### src/rtl/ffe_tx_pkg.sv
// Package: shared constants and types for the quarter-rate transmit equalizer.
// Assumes four taps ordered precursor, main, first postcursor, second postcursor.
package ffe_tx_pkg;

    localparam int N_LANES  = 4;
    localparam int N_TAPS   = 4;
    localparam int MAG_W    = 6;
    localparam int CODE_W   = 9;
    localparam int FIELD_W  = MAG_W + 1;
    localparam int CFG_W    = N_TAPS * FIELD_W + 1;

    localparam int TAP_PRE   = 0;
    localparam int TAP_MAIN  = 1;
    localparam int TAP_POST1 = 2;
    localparam int TAP_POST2 = 3;

    // Reset word: main tap at full positive magnitude, all else zero.
    localparam logic [CFG_W-1:0] CFG_DEFAULT =
        CFG_W'((1 << MAG_W) - 1) << ((N_TAPS - 1 - TAP_MAIN) * FIELD_W);

    typedef struct packed {
        logic             inv;
        logic [MAG_W-1:0] mag;
    } tap_w_t;

endpackage

### src/rtl/ffe_cfg_port.sv
// Module: three-wire configuration shifter with an applied-settings register.
// Shifts one bit per enabled clock, MSB first. The load strobe copies the shifted
// word into the active register. Assumes shift and load are never high together.
module ffe_cfg_port
    import ffe_tx_pkg::*;
#(
    parameter int NT = N_TAPS,
    parameter int FW = FIELD_W,
    localparam int W = NT * FW + 1
) (
    input  logic   clk,
    input  logic   rst_n,
    input  logic   shift_en,
    input  logic   sdi,
    input  logic   load,
    output tap_w_t taps   [NT],
    output logic   pd
);

    logic [W-1:0] sh_q;
    logic [W-1:0] act_q;

    // Shift register: collects the incoming word MSB first.
    always_ff @(posedge clk) begin
        if (!rst_n)        sh_q <= '0;
        else if (shift_en) sh_q <= {sh_q[W-2:0], sdi};
    end

    // Active settings: replaced as a whole on the load strobe.
    always_ff @(posedge clk) begin
        if (!rst_n)    act_q <= CFG_DEFAULT;
        else if (load) act_q <= sh_q;
    end

    assign pd = act_q[W-1];

    generate
        for (genvar t = 0; t < NT; t++) begin : g_field
            assign taps[t] = act_q[W-2-t*FW -: FW];
        end
    endgenerate


    cfg_hold_chk: assert property (@(posedge clk) disable iff (!rst_n)
        !load |=> $stable(act_q));


    cfg_apply_chk: assert property (@(posedge clk) disable iff (!rst_n)
        load |=> act_q == $past(sh_q));

endmodule

### src/rtl/ffe_lane_serializer.sv
// Module: two-stage 4:2:1 serializer running on the full-rate clock.
// Samples the lanes when the phase counter is 0. Alternate edges (the divide-by-two
// enable) load the half-rate pair, and every edge picks one of the pair.
// Assumes the lanes are steady across the sampling edge. A valid flag goes with the data.
module ffe_lane_serializer
    import ffe_tx_pkg::*;
#(
    parameter int NL = N_LANES,
    localparam int PH_W = $clog2(NL),
    localparam int HALF = NL / 2
) (
    input  logic          clk,
    input  logic          rst_n,
    input  logic [NL-1:0] lanes,
    output logic          ser_bit,
    output logic          ser_vld
);

    logic [PH_W-1:0] phase_q;
    logic [NL-1:0]   grp_q;
    logic            grp_v_q;
    logic [HALF-1:0] half_q;
    logic [HALF-1:0] half_nxt;
    logic            half_v_q;
    logic            half_en;

    assign half_en = phase_q[0];

    // 4:2 selection: even stream takes lanes 0/2, odd stream takes lanes 1/3.
    generate
        for (genvar s = 0; s < HALF; s++) begin : g_half
            assign half_nxt[s] = phase_q[1] ? grp_q[HALF + s] : grp_q[s];
        end
    endgenerate

    // Phase counter: free-running bit-time count inside a lane group.
    always_ff @(posedge clk) begin
        if (!rst_n) phase_q <= '0;
        else        phase_q <= phase_q + 1'b1;
    end

    // Quarter-rate capture of the parallel lanes.
    always_ff @(posedge clk) begin
        if (!rst_n) begin
            grp_q   <= '0;
            grp_v_q <= 1'b0;
        end else if (phase_q == '0) begin
            grp_q   <= lanes;
            grp_v_q <= 1'b1;
        end
    end

    // Half-rate pair register, loaded on the divide-by-two enable.
    always_ff @(posedge clk) begin
        if (!rst_n) begin
            half_q   <= '0;
            half_v_q <= 1'b0;
        end else if (half_en) begin
            half_q   <= half_nxt;
            half_v_q <= grp_v_q;
        end
    end

    // 2:1 stage: even stream on even phases, odd stream on odd phases.
    always_ff @(posedge clk) begin
        if (!rst_n) begin
            ser_bit <= 1'b0;
            ser_vld <= 1'b0;
        end else begin
            ser_bit <= half_en ? half_q[1] : half_q[0];
            ser_vld <= half_v_q;
        end
    end


    first_bit_phase_chk: assert property (@(posedge clk) disable iff (!rst_n)
        $rose(ser_vld) |-> phase_q == PH_W'(3));

endmodule

### src/rtl/ffe_tap_sum.sv
// Module: bit history and signed four-tap sum.
// The incoming serial bit is the precursor. Three registers hold the main and two
// postcursor bits. The registered code is zero until every tap sees a valid bit.
module ffe_tap_sum
    import ffe_tx_pkg::*;
#(
    parameter int NT = N_TAPS,
    parameter int MW = MAG_W,
    parameter int CW = CODE_W,
    localparam int NH = NT - 1,
    localparam int LIM = NT * ((1 << MW) - 1)
) (
    input  logic                 clk,
    input  logic                 rst_n,
    input  logic                 ser_bit,
    input  logic                 ser_vld,
    input  tap_w_t               taps [NT],
    output logic signed [CW-1:0] code
);

    logic [NH-1:0]        hist_q;
    logic [NH-1:0]        hist_v_q;
    logic [NT-1:0]        tap_bit;
    logic signed [CW-1:0] term [NT];
    logic signed [CW-1:0] total;
    logic                 full;

    assign tap_bit = {hist_q, ser_bit};
    assign full    = ser_vld & (&hist_v_q);

    // Per-tap contribution: +magnitude when bit XOR inversion is one.
    generate
        for (genvar t = 0; t < NT; t++) begin : g_term
            logic signed [CW-1:0] mag_ext;
            assign mag_ext = $signed({{(CW-MW){1'b0}}, taps[t].mag});
            assign term[t] = (tap_bit[t] ^ taps[t].inv) ? mag_ext : -mag_ext;
        end
    endgenerate

    // Adder: sums the four signed contributions.
    always_comb begin
        total = '0;
        for (int t = 0; t < NT; t++) total = total + term[t];
    end

    // History: shifts the serial bit and its valid flag along the taps.
    always_ff @(posedge clk) begin
        if (!rst_n) begin
            hist_q   <= '0;
            hist_v_q <= '0;
        end else begin
            hist_q   <= {hist_q[NH-2:0], ser_bit};
            hist_v_q <= {hist_v_q[NH-2:0], ser_vld};
        end
    end

    // Output register: held at zero until the history is full.
    always_ff @(posedge clk) begin
        if (!rst_n) code <= '0;
        else        code <= full ? total : '0;
    end


    code_range_chk: assert property (@(posedge clk) disable iff (!rst_n)
        (code <= CW'(LIM)) && (code >= -CW'(LIM)));


    code_needs_data_chk: assert property (@(posedge clk) disable iff (!rst_n)
        (code != '0) |-> $past(ser_vld));

endmodule

### src/rtl/ffe_tx_serializer.sv
// Module (top): quarter-rate four-lane serializer with a four-tap transmit equalizer.
// Power-down from the configuration port holds the datapath cleared. Releasing it
// restarts the serializer at lane-group phase 0. One clock domain: the bit clock.
module ffe_tx_serializer
    import ffe_tx_pkg::*;
(
    input  logic                     clk,
    input  logic                     rst_n,
    input  logic [N_LANES-1:0]       lane_i,
    input  logic                     cfg_shift_i,
    input  logic                     cfg_sdi_i,
    input  logic                     cfg_load_i,
    output logic signed [CODE_W-1:0] eq_code_o
);

    tap_w_t taps [N_TAPS];
    logic   pd;
    logic   pipe_rst_n;
    logic   ser_bit;
    logic   ser_vld;

    assign pipe_rst_n = rst_n & ~pd;

    ffe_cfg_port #(.NT(N_TAPS), .FW(FIELD_W)) u_cfg (
        .clk      (clk),
        .rst_n    (rst_n),
        .shift_en (cfg_shift_i),
        .sdi      (cfg_sdi_i),
        .load     (cfg_load_i),
        .taps     (taps),
        .pd       (pd)
    );

    ffe_lane_serializer #(.NL(N_LANES)) u_ser (
        .clk     (clk),
        .rst_n   (pipe_rst_n),
        .lanes   (lane_i),
        .ser_bit (ser_bit),
        .ser_vld (ser_vld)
    );

    ffe_tap_sum #(.NT(N_TAPS), .MW(MAG_W), .CW(CODE_W)) u_sum (
        .clk     (clk),
        .rst_n   (pipe_rst_n),
        .ser_bit (ser_bit),
        .ser_vld (ser_vld),
        .taps    (taps),
        .code    (eq_code_o)
    );


    pd_zero_chk: assert property (@(posedge clk) disable iff (!rst_n)
        pd |=> eq_code_o == '0);


    reset_zero_chk: assert property (@(posedge clk)
        !rst_n |=> eq_code_o == '0);

endmodule

### config.mk
export PLATFORM = sky130hd
export DESIGN_NAME = ffe_tx_serializer
export DESIGN_NICKNAME = d
export VERILOG_FILES = /design/src/rtl/ffe_tx_pkg.sv /design/src/rtl/ffe_cfg_port.sv /design/src/rtl/ffe_lane_serializer.sv /design/src/rtl/ffe_tap_sum.sv /design/src/rtl/ffe_tx_serializer.sv
export SDC_FILE = /design/constraint.sdc
export NUM_CORES = 1
export LEC_CHECK = 0
export ABC_AREA = 0
export BUFFER_PORTS_ARGS = -buffer_cell sky130_fd_sc_hd__buf_2
export CORE_MARGIN = 1.5
export CORE_UTILIZATION = 42
export DETAILED_ROUTE_END_ITERATION = 6
export HOLD_SLACK_MARGIN = 0.06
export PLACE_DENSITY = 0.67
export RECOVER_POWER = 100
export SYNTH_ARGS = -nofsm -noshare
export SYNTH_HDL_FRONTEND = slang
export SYNTH_SLANG_ARGS = --single-unit
### constraint.sdc
create_clock -name clk -period 4.4 [get_ports clk]
set_clock_uncertainty 0.15 [all_clocks]
set_input_delay 0.66 -clock clk [delete_from_list [all_inputs] [get_ports clk]]
set_output_delay 0.66 -clock clk [all_outputs]
set_load 0.05 [all_outputs]
==> impl_metrics.tcl, run 1 <==
set metrics [dict create \
    crit_slowest_cell "fa_1" \
    drtIter0Drc 111 \
    synthFlopType "dfxtp_1" \
    synth_cell_types 34 \
    clkPwrFrac_pct 36.8 \
    min_path_cells 1 \
    yosys.area_share.simple_pct 15.61 \
    final_cells 571 \
    drc 0 \
    p_sw_uw 396.2 \
    synth_area_per_cell_um2 10.02 \
    power.internal_mw 1.126 \
    period_needed_ps 4007 \
    failed_checks "max-capacitance violations, max-slew violations" \
    power_leakage_nw 1.959 \
    finalPower_mw 1.523 \
    n_fill_cell 969 \
    rows 36 \
    combPwrFrac_pct 11.0 \
    ir_drop_mv 0.2263 \
    required_ps 4490 \
    start_kind "flip-flop" \
    rsz0062_at_grt "no" \
    syn_area_um2 4208 \
    cts_buffers 9 \
    hold_slack_ps 313.5 \
    dpl.hpwl_um 5279 \
    synthesis.nets 458 \
    sequentialPowerShare_pct 52.3 \
    fmax_mhz 249.6 \
    synth_compound_area_share_pct 5.323 \
    dp.cells 556 \
    grt_pass1_vias 2561 \
    relSlewSlack_pct -42.46 \
    cp_slowest_stage_delay_ps 590 \
    swShare_pct 26.02 \
    placed_area_um2 4410 \
    io_pins 18 \
    cts_root_buf "clkbuf_8" \
    antenna_found_initial 0 \
    grt_pass1_wl_um 12160 \
    worstHoldPathType "flip-flop to flip-flop" \
    drt_wl_total_um 7264 \
    end_kind "flip-flop" \
    r2r-start "u_sum.hist_q[0]$_SDFF_PN0_" \
    crit_type "flip-flop to flip-flop" \
    drv_cap 2 \
    drv_slew 94 \
    cts.htree.levels 3 \
    synth_adder_area_share_pct 11.48 \
    grt.total_usage_pct 15.16 \
    regToRegEndpoint "u_sum.code[8]$_SDFF_PN0_" \
    crit_chain "xor2_1, nor2_1, xor2_1, fa_1, inv_1, fa_1, inv_1, ha_1, a21oi_1, o21ai_0, or4_1, a31oi_4, xnor2_1, nor2_1" \
    worstPathArrival_ps 4100 \
    ff2ff_path_depth 14 \
    outcome "finished, violations left" \
    cts_sinks 85 \
    synthMuxAreaShare_pct 15.70 \
    hold_path.startpoint "u_ser.half_v_q$_SDFFE_PN0P_" \
    setup-tns-final_ps 0 \
    syn2layout_area_growth_pct 9.069 \
    synth_edf_count 0 \
    cts_hold_buffers 0 \
    coreArea_um2 9729 \
    synth_warnings 0 \
    tightest_slew_ps 2137 \
    via_per_inst 4.695 \
    power_density_nw_per_um2 331.8 \
    grt_max_degree 61 \
    design_area_um2 4589 \
    final_nets 472 \
    rrSetupSlack_ps 390 \
    drive_gt1_share_pct 6.393 \
    synth_xor_area_share_pct 5.917 \
    first_pass_iters 4 \
    setup_violations 0 \
    post_cts_buffers 0 \
    grt_overflow 0 \
    start_util_pct 43.25 \
    cts-resized-gates 0 \
    cts_max_path_buffers 2 \
    gp_congestion 0.7917 \
    path_buf_inv 2 \
    final_common_cell "dfxtp_1" \
    hold_end "u_ser.ser_vld$_SDFF_PN0_" \
    min_period_over_period_pct 91.07 \
    path_clk_slew_ps 90 \
    synthArstFlopShare_pct 0 \
    synthCells 420 \
    wl_per_cell_um 12.72 \
    crit_family "adder cells" \
    cts_tree "yes" \
    synth_top_family_by_area "multiplexers" \
    cp_max_fo 7 \
    io_buffers 17 \
    ys_seq_elements 85 \
    route.vias.total 2681 \
    die-area_um2 10630 \
    final_cell_mix "dfxtp_1 (85), mux2i_1 (66), nor2b_1 (56)" \
    insertedDiodeCount 0 \
    clkLatencyLatePin_ps 370 \
    fp.dieW_um 103.1 \
    ys_seq_area_share_pct 40.44 \
    ant_nets 0 \
    hold_violations 0 \
    dieHeight_um 103.1 \
]
power groups by stage:
stage	Combinational [mW]	Clock (mW)	Sequential, mW
finish	0.167	0.560	0.796
global route	0.190	0.611	0.799
CTS	0.168	0.576	0.796
detailed placement	0.167	0	0.814
global placement	0.161	0	0.814
floorplan	0.137	0	0.810
worst max-delay path by stage:
| stage | start | endpoint | slack [ps] | cells after the start |
|---|---|---|---|---|
| 6_report | u_sum.hist_q[0]$_SDFF_PN0_ | u_sum.code[8]$_SDFF_PN0_ | 390 | 14 |
| 5_1_grt | u_sum.hist_q[0]$_SDFF_PN0_ | u_sum.code[7]$_SDFF_PN0_ | 140 | 14 |
| 4_1_cts | u_sum.hist_q[0]$_SDFF_PN0_ | u_sum.code[8]$_SDFF_PN0_ | 420 | 14 |
| 3_5_place_dp | u_sum.hist_q[0]$_SDFF_PN0_ | u_sum.code[8]$_SDFF_PN0_ | 460 | 14 |
| 3_3_place_gp | u_cfg.act_q[20]$_SDFFE_PN0P_ | u_sum.code[8]$_SDFF_PN0_ | 550 | 14 |
| 2_1_floorplan | u_cfg.act_q[6]$_SDFFE_PN0P_ | u_sum.code[8]$_SDFF_PN0_ | 610 | 14 |
sequential cells by signal, indices dropped and copies added, names as in the netlist:
signal / flops
u_ser.half_v_q: 1
u_sum.hist_q: 3
u_ser.ser_vld: 1
u_ser.grp_v_q: 1
u_ser.grp_q: 4
u_ser.phase_q: 2
u_cfg.sh_q: 29
u_cfg.act_q: 29
u_ser.half_q: 2
u_sum.hist_v_q: 3
u_sum.code: 9
u_ser.ser_bit: 1
final cells by class:
class	count	area (µm²)	share of cell area, %
clock buffers	9	123.9	2.699
repair buffers	19	83.83	1.827
multi-input cells	274	2273	49.54
clock inverters	6	71.32	1.554
flip-flops and latches	85	1702	37.08
well taps	133	166.4	3.626
inverters	45	168.9	3.680
cells by family after synthesis:
family                     Yosys count
DFF                                 85
buffers and inverters               61
adders and majority gates           29
and+or+nand+nor                    121
AOI/OAI and AO/OA                   32
xor gates and xnor gates            26
muxes                               66
synthesized netlist by cell type, types with 8 or more instances:
library cell / n / share of area, %
and2_1: 8 / 1.2
clkbuf_1: 12 / 1.1
dfxtp_1: 85 / 40
fa_1: 16 / 7.6
ha_1: 13 / 3.9
inv_1: 45 / 4.0
mux2i_1: 66 / 16
nand2_1: 11 / 0.98
nor2_1: 28 / 2.5
nor2b_1: 56 / 8.3
nor3_1: 8 / 0.95
xnor2_1: 10 / 2.1
xor2_1: 14 / 2.9
through the flow:
step	util [%]	worst slack, ps
after global routing	47.17	140.5
after CTS	47.34	418.0
final	47.17	392.8
after detailed placement	45.33	463.7
after global placement	45.33	551.0
after floorplan	-	613.8
routing by layer:
layer | vias to the layer above | part of all wire, % | global-route usage (%)
li1 | 1388 | - | -
met1 | 1250 | 49 | 19.67
met5 | - | 0 | 0
met4 | 0 | 3.3 | 8.212
met2 | 26 | 45 | 23.13
met3 | 17 | 2.8 | 3.932
Note: power is estimated with default switching activity, not from simulation.
==> run 2: changes to the inputs <==
Settings changed: CELL_PAD_IN_SITES_DETAIL_PLACEMENT from default to 1, CELL_PAD_IN_SITES_GLOBAL_PLACEMENT from default to 1, PLACE_DENSITY 0.67 to 0.79.
==> run 2 against run 1 <==
  * The run still ends with max-capacitance violations, max-slew violations left
  * Setup slack better by 23 ps
  * Count of clock-buffer cells in the layout up 1
  * Combinational power up 2%
  * Critical endpoint unchanged
  * Sequential share of layout area increased by 0.11 points
  * Non-clock buffer count unchanged
  * Utilization decreased by 0.14 points
  * Largest power group unchanged
==> impl_metrics.tcl, run 2 (synthesized netlist as in run 1, its figures left out) <==
set metrics [dict create \
    clkLatencyLatePin_ps 360 \
    outcome "finished, violations left" \
    hold_violations 0 \
    cts_sinks 85 \
    ir_drop_mv 0.2084 \
    ant_nets 0 \
    design_area_um2 4576 \
    crit_type "flip-flop to flip-flop" \
    failed_checks "max-capacitance violations, max-slew violations" \
    worstHoldPathType "flip-flop to flip-flop" \
    cts_max_path_buffers 2 \
    drive_gt1_share_pct 6.150 \
    coreArea_um2 9729 \
    worstPathArrival_ps 4080 \
    cts_buffers 9 \
    tightest_slew_ps 2161 \
    antenna_found_initial 0 \
    gp_congestion 0.8680 \
    fp.dieW_um 103.1 \
    period_needed_ps 3984 \
    relSlewSlack_pct -44.10 \
    grt_pass1_vias 3007 \
    min_period_over_period_pct 90.55 \
    power_leakage_nw 1.941 \
    route.vias.total 2771 \
    drc 0 \
    syn2layout_area_growth_pct 8.742 \
    wl_per_cell_um 14.58 \
    final_nets 472 \
    fmax_mhz 251.0 \
    cts_tree "yes" \
    start_kind "flip-flop" \
    sequentialPowerShare_pct 53.6 \
    path_clk_slew_ps 90 \
    first_pass_iters 4 \
    grt.total_usage_pct 17.87 \
    placed_area_um2 4410 \
    io_pins 18 \
    required_ps 4500 \
    via_per_inst 4.844 \
    start_util_pct 43.25 \
    dpl.hpwl_um 6137 \
    cts.htree.levels 3 \
    rows 36 \
    power_density_nw_per_um2 324.5 \
    cts-resized-gates 0 \
    final_cell_mix "dfxtp_1 (85), mux2i_1 (66), nor2b_1 (56)" \
    place_ws_ps 424.9 \
    io_buffers 17 \
    grt_overflow 0 \
    p_sw_uw 398.2 \
    grt_max_degree 60 \
    rsz0062_at_grt "no" \
    drtIter0Drc 110 \
    power.internal_mw 1.087 \
    drv_cap 3 \
    insertedDiodeCount 0 \
    drt_wl_total_um 8341 \
    combPwrFrac_pct 11.5 \
    setup_slack_ps 415.6 \
    final_common_cell "dfxtp_1" \
    end_kind "flip-flop" \
    post_cts_buffers 0 \
    rrSetupSlack_ps 420 \
    cts_hold_buffers 0 \
    setup-tns-final_ps 0 \
    cts_root_buf "clkbuf_8" \
    top_regs "u_cfg.act_q x29, u_cfg.sh_q x29, u_sum.code x9" \
    setup_violations 0 \
    grt_pass1_wl_um 14440 \
    dieHeight_um 103.1 \
    die-area_um2 10630 \
    swShare_pct 26.81 \
    cp_max_fo 7 \
    clkPwrFrac_pct 34.8 \
    drv_slew 123 \
]
-- run 2: cell count changes in the layout (fill, tap and decap cells not counted), sizes merged --
cell / before / now
clkbuf: 20 / 23
buf: 8 / 6
bufinv: 1 / 0
clkinvlp: 1 / 2
-- run 2: cell type report --
cell class                 instances  area [µm²]
clock buffer                      10       137.6
clock inverter                     6       46.29
tap                              133       166.4
sequential                        85        1702
timing repair buffer              19       81.33
fill                            1126        5154
multi-input combinational        274        2273
inverter                          45       168.9
-- run 2: metal layers --
layer / GRT usage (%) / vias to the layer above / part of all wire [%]
met5: 0 / - / 0
met4: 5.821 / 0 / 1.4
met3: 3.593 / 11 / 2.0
met2: 32.19 / 23 / 51
met1: 21.30 / 1343 / 46
li1: - / 1394 / -
-- run 2: stage by stage --
stage	total power, mW	std cells	hold WS [ps]	utilization [%]
after floorplan	0.9462	420	278.1	-
after global placement	0.9755	556	288.4	45.33
after detailed placement	0.9856	556	300.9	45.33
after CTS	1.500	572	323.3	47.22
after global routing	1.558	572	356.2	47.03
final	1.485	572	319.8	47.03
-- run 2: worst paths after layout --
check / startpoint / to / cells past startpoint
worst min register to register: u_ser.half_v_q$_SDFFE_PN0P_ / u_ser.ser_vld$_SDFF_PN0_ / 1
worst max-delay path: u_cfg.act_q[20]$_SDFFE_PN0P_ / u_sum.code[8]$_SDFF_PN0_ / 14
worst min-delay path: u_ser.half_v_q$_SDFFE_PN0P_ / u_ser.ser_vld$_SDFF_PN0_ / 1
worst max register to register: u_cfg.act_q[20]$_SDFFE_PN0P_ / u_sum.code[8]$_SDFF_PN0_ / 14
-- run 2: power by group through the flow --
stage / sequential, mW / combinational [mW] / clock, mW
floorplan: 0.810 / 0.137 / 0
global placement: 0.814 / 0.162 / 0
detailed placement: 0.814 / 0.171 / 0
CTS: 0.796 / 0.172 / 0.532
global route: 0.799 / 0.197 / 0.563
finish: 0.796 / 0.171 / 0.517
-- run 2: worst max-delay path, stage by stage, from the launching register on --
cell and delay (ps):
dfxtp_1 350, xor2_1 430, nor2_1 100, xor2_1 170, fa_1 480, inv_1 50
fa_1 580, inv_1 70, ha_1 290, a21oi_1 160, o21ai_0 180, or4_1 480
a31oi_4 200, xnor2_1 130, nor2_1 50
==> run 3: changes to the inputs <==
Settings changed: GPL_TIMING_DRIVEN from default to 0.
==> run 3 against run 2 <==
  * The run now ends clean
  * Via count rose by 1.1%
  * Combinational power barely moved
  * Clock power rose by 8.7%
  * Utilization grew 0.73 points
  * Non-clock buffer count is 12 higher
  * Count of clock-buffer cells in the layout stayed put
  * Register-to-register slack got worse by 110 ps
  * Maximum frequency is 2.7% lower
  * Die area unchanged
  * Sequential share of layout area is 0.57 points lower
  * Critical endpoint unchanged
  * Largest cell class unchanged
==> impl_metrics.tcl, run 3 (synthesized netlist as in run 1, its figures left out) <==
set metrics [dict create \
    crit_slowest_cell "fa_1" \
    dp.cells 568 \
    crit_path_frequent_cell "inv_1" \
    path_clk_slew_ps 90 \
    antenna_found_initial 0 \
    end_kind "flip-flop" \
    power_leakage_nw 1.962 \
    hold_path.startpoint "u_ser.grp_v_q$_SDFFE_PN0N_" \
    tightest_slew_ps 788.6 \
    route.vias.total 2801 \
    crit_chain "inv_1, ha_1, nor2_1, xor2_1, fa_1, inv_1, fa_1, inv_1, ha_1, a21oi_1, o21ai_1, or4_1, a31oi_4, xnor2_1, nor2_1" \
    start_util_pct 43.25 \
    r2r-start "u_cfg.act_q[0]$_SDFFE_PN0P_" \
    gp_congestion 0.8146 \
    final_cells 583 \
    grt_max_degree 15 \
    worstPathArrival_ps 4190 \
    fmax_mhz 244.1 \
    cp_slowest_stage_delay_ps 590 \
    dieHeight_um 103.1 \
    period_needed_ps 4097 \
    rsz0062_at_grt "no" \
    insertedDiodeCount 0 \
    cts_max_path_buffers 2 \
    wl_per_cell_um 14.42 \
    setup-tns-final_ps 0 \
    grt_overflow 0 \
    place_ws_ps 220.9 \
    dpl.hpwl_um 6632 \
    grt_pass1_vias 3029 \
    final_cell_mix "dfxtp_1 (85), mux2i_1 (66), nor2b_1 (56)" \
    design_area_um2 4647 \
    crit_type "flip-flop to flip-flop" \
    placed_area_um2 4449 \
    seqCellArea_um2 1702 \
    cts.htree.levels 3 \
    startpoint "u_cfg.act_q[0]$_SDFFE_PN0P_" \
    power_density_nw_per_um2 329.0 \
    outcome "finished clean" \
    cts_sinks 85 \
    setup_slack_ps 303.1 \
    drv_slew 0 \
    io_buffers 15 \
    multi_input_area_um2 2288 \
    cts_buffers 9 \
    drtIter0Drc 65 \
    via_per_inst 4.804 \
    cp_max_fo 4 \
    setup_violations 0 \
    final_nets 484 \
    drive_gt1_share_pct 6.222 \
    path_buf_inv 3 \
    drt_wl_total_um 8406 \
    syn2layout_area_growth_pct 10.44 \
    io_pins 18 \
    die-area_um2 10630 \
    rows 36 \
    ant_nets 0 \
    cts_tree "yes" \
    coreArea_um2 9729 \
    required_ps 4490 \
    min_period_over_period_pct 93.11 \
    start_kind "flip-flop" \
    n_fill_cell 1121 \
    drv_cap 0 \
    final_common_cell "dfxtp_1" \
    hold_violations 0 \
    relSlewSlack_pct 47.43 \
    final_core_util_pct 47.76 \
    worstHoldPathType "flip-flop to flip-flop" \
    grt_pass1_wl_um 14510 \
    cts_root_buf "clkbuf_8" \
    ir_drop_mv 0.1869 \
    fp.dieW_um 103.1 \
    first_pass_iters 4 \
    grt.total_usage_pct 18.17 \
    top_regs "u_cfg.act_q x29, u_cfg.sh_q x29, u_sum.code x9" \
    drc 0 \
    crit_family "adder cells" \
    clkLatencyLatePin_ps 360 \
]
[run 3: cell count changes in the layout (fill, tap and decap cells not counted), sizes merged]
| cell | delta |
|---|---|
| inv | -1 |
| bufinv | +1 |
| clkbuf | +12 |
| clkinvlp | -1 |
[run 3: per-stage QoR]
stage                     power (mW)  hold WS [ps]
after floorplan               0.9462         278.1
after global placement        0.9791         289.6
after detailed placement      0.9886         302.8
after CTS                      1.553         322.7
after global routing           1.609         363.1
final                          1.529         336.5
[run 3: final timing paths]
check / endpoint / slack, ps / cells past startpoint
setup / recovery: u_sum.code[8]$_SDFF_PN0_ / 300 / 15
hold / removal: u_ser.grp_v_q$_SDFFE_PN0N_ / 340 / 2
setup reg to reg: u_sum.code[8]$_SDFF_PN0_ / 300 / 15
hold reg to reg: u_ser.grp_v_q$_SDFFE_PN0N_ / 340 / 2
[run 3: worst min-delay path: stages (launching register included)]
cell	delay [ps]
dfxtp_1	320
nor2_1	80
nor2_1	40
[run 3: what timing repair did]
action	CTS	global route
setup endpoints to repair	0	2
resized for setup	0	3
setup buffers	0	0
hold buffers	0	0
[run 3: per-layer routing]
layer / GRT usage, % / wire (µm) / up-vias
met2: 32.39 / 4331 / 29
met1: 20.50 / 3683 / 1352
met3: 4.678 / 195 / 12
met4: 7.900 / 196 / 0
li1: - / - / 1408
met5: 0 / 0 / -
[run 3: final cells by class]
cell class                      count  area share (%)
Inverter                           45           3.635
Tap cell                          133           3.581
Sequential cell                    85           36.62
Timing Repair Buffer               15           1.346
Multi-Input combinational cell    274           49.25
Clock buffer                       10           2.962
Clock inverter                      5           1.292
Buffer                             16           1.319
[run 3: report_power, final]
part / switching (mW) / total (mW) / internal, mW
Combinational: 0.0946 / 0.172 / 0.0771
Clock: 0.285 / 0.562 / 0.277
Sequential: 0.0117 / 0.795 / 0.784
Total: 0.391 / 1.53 / 1.14
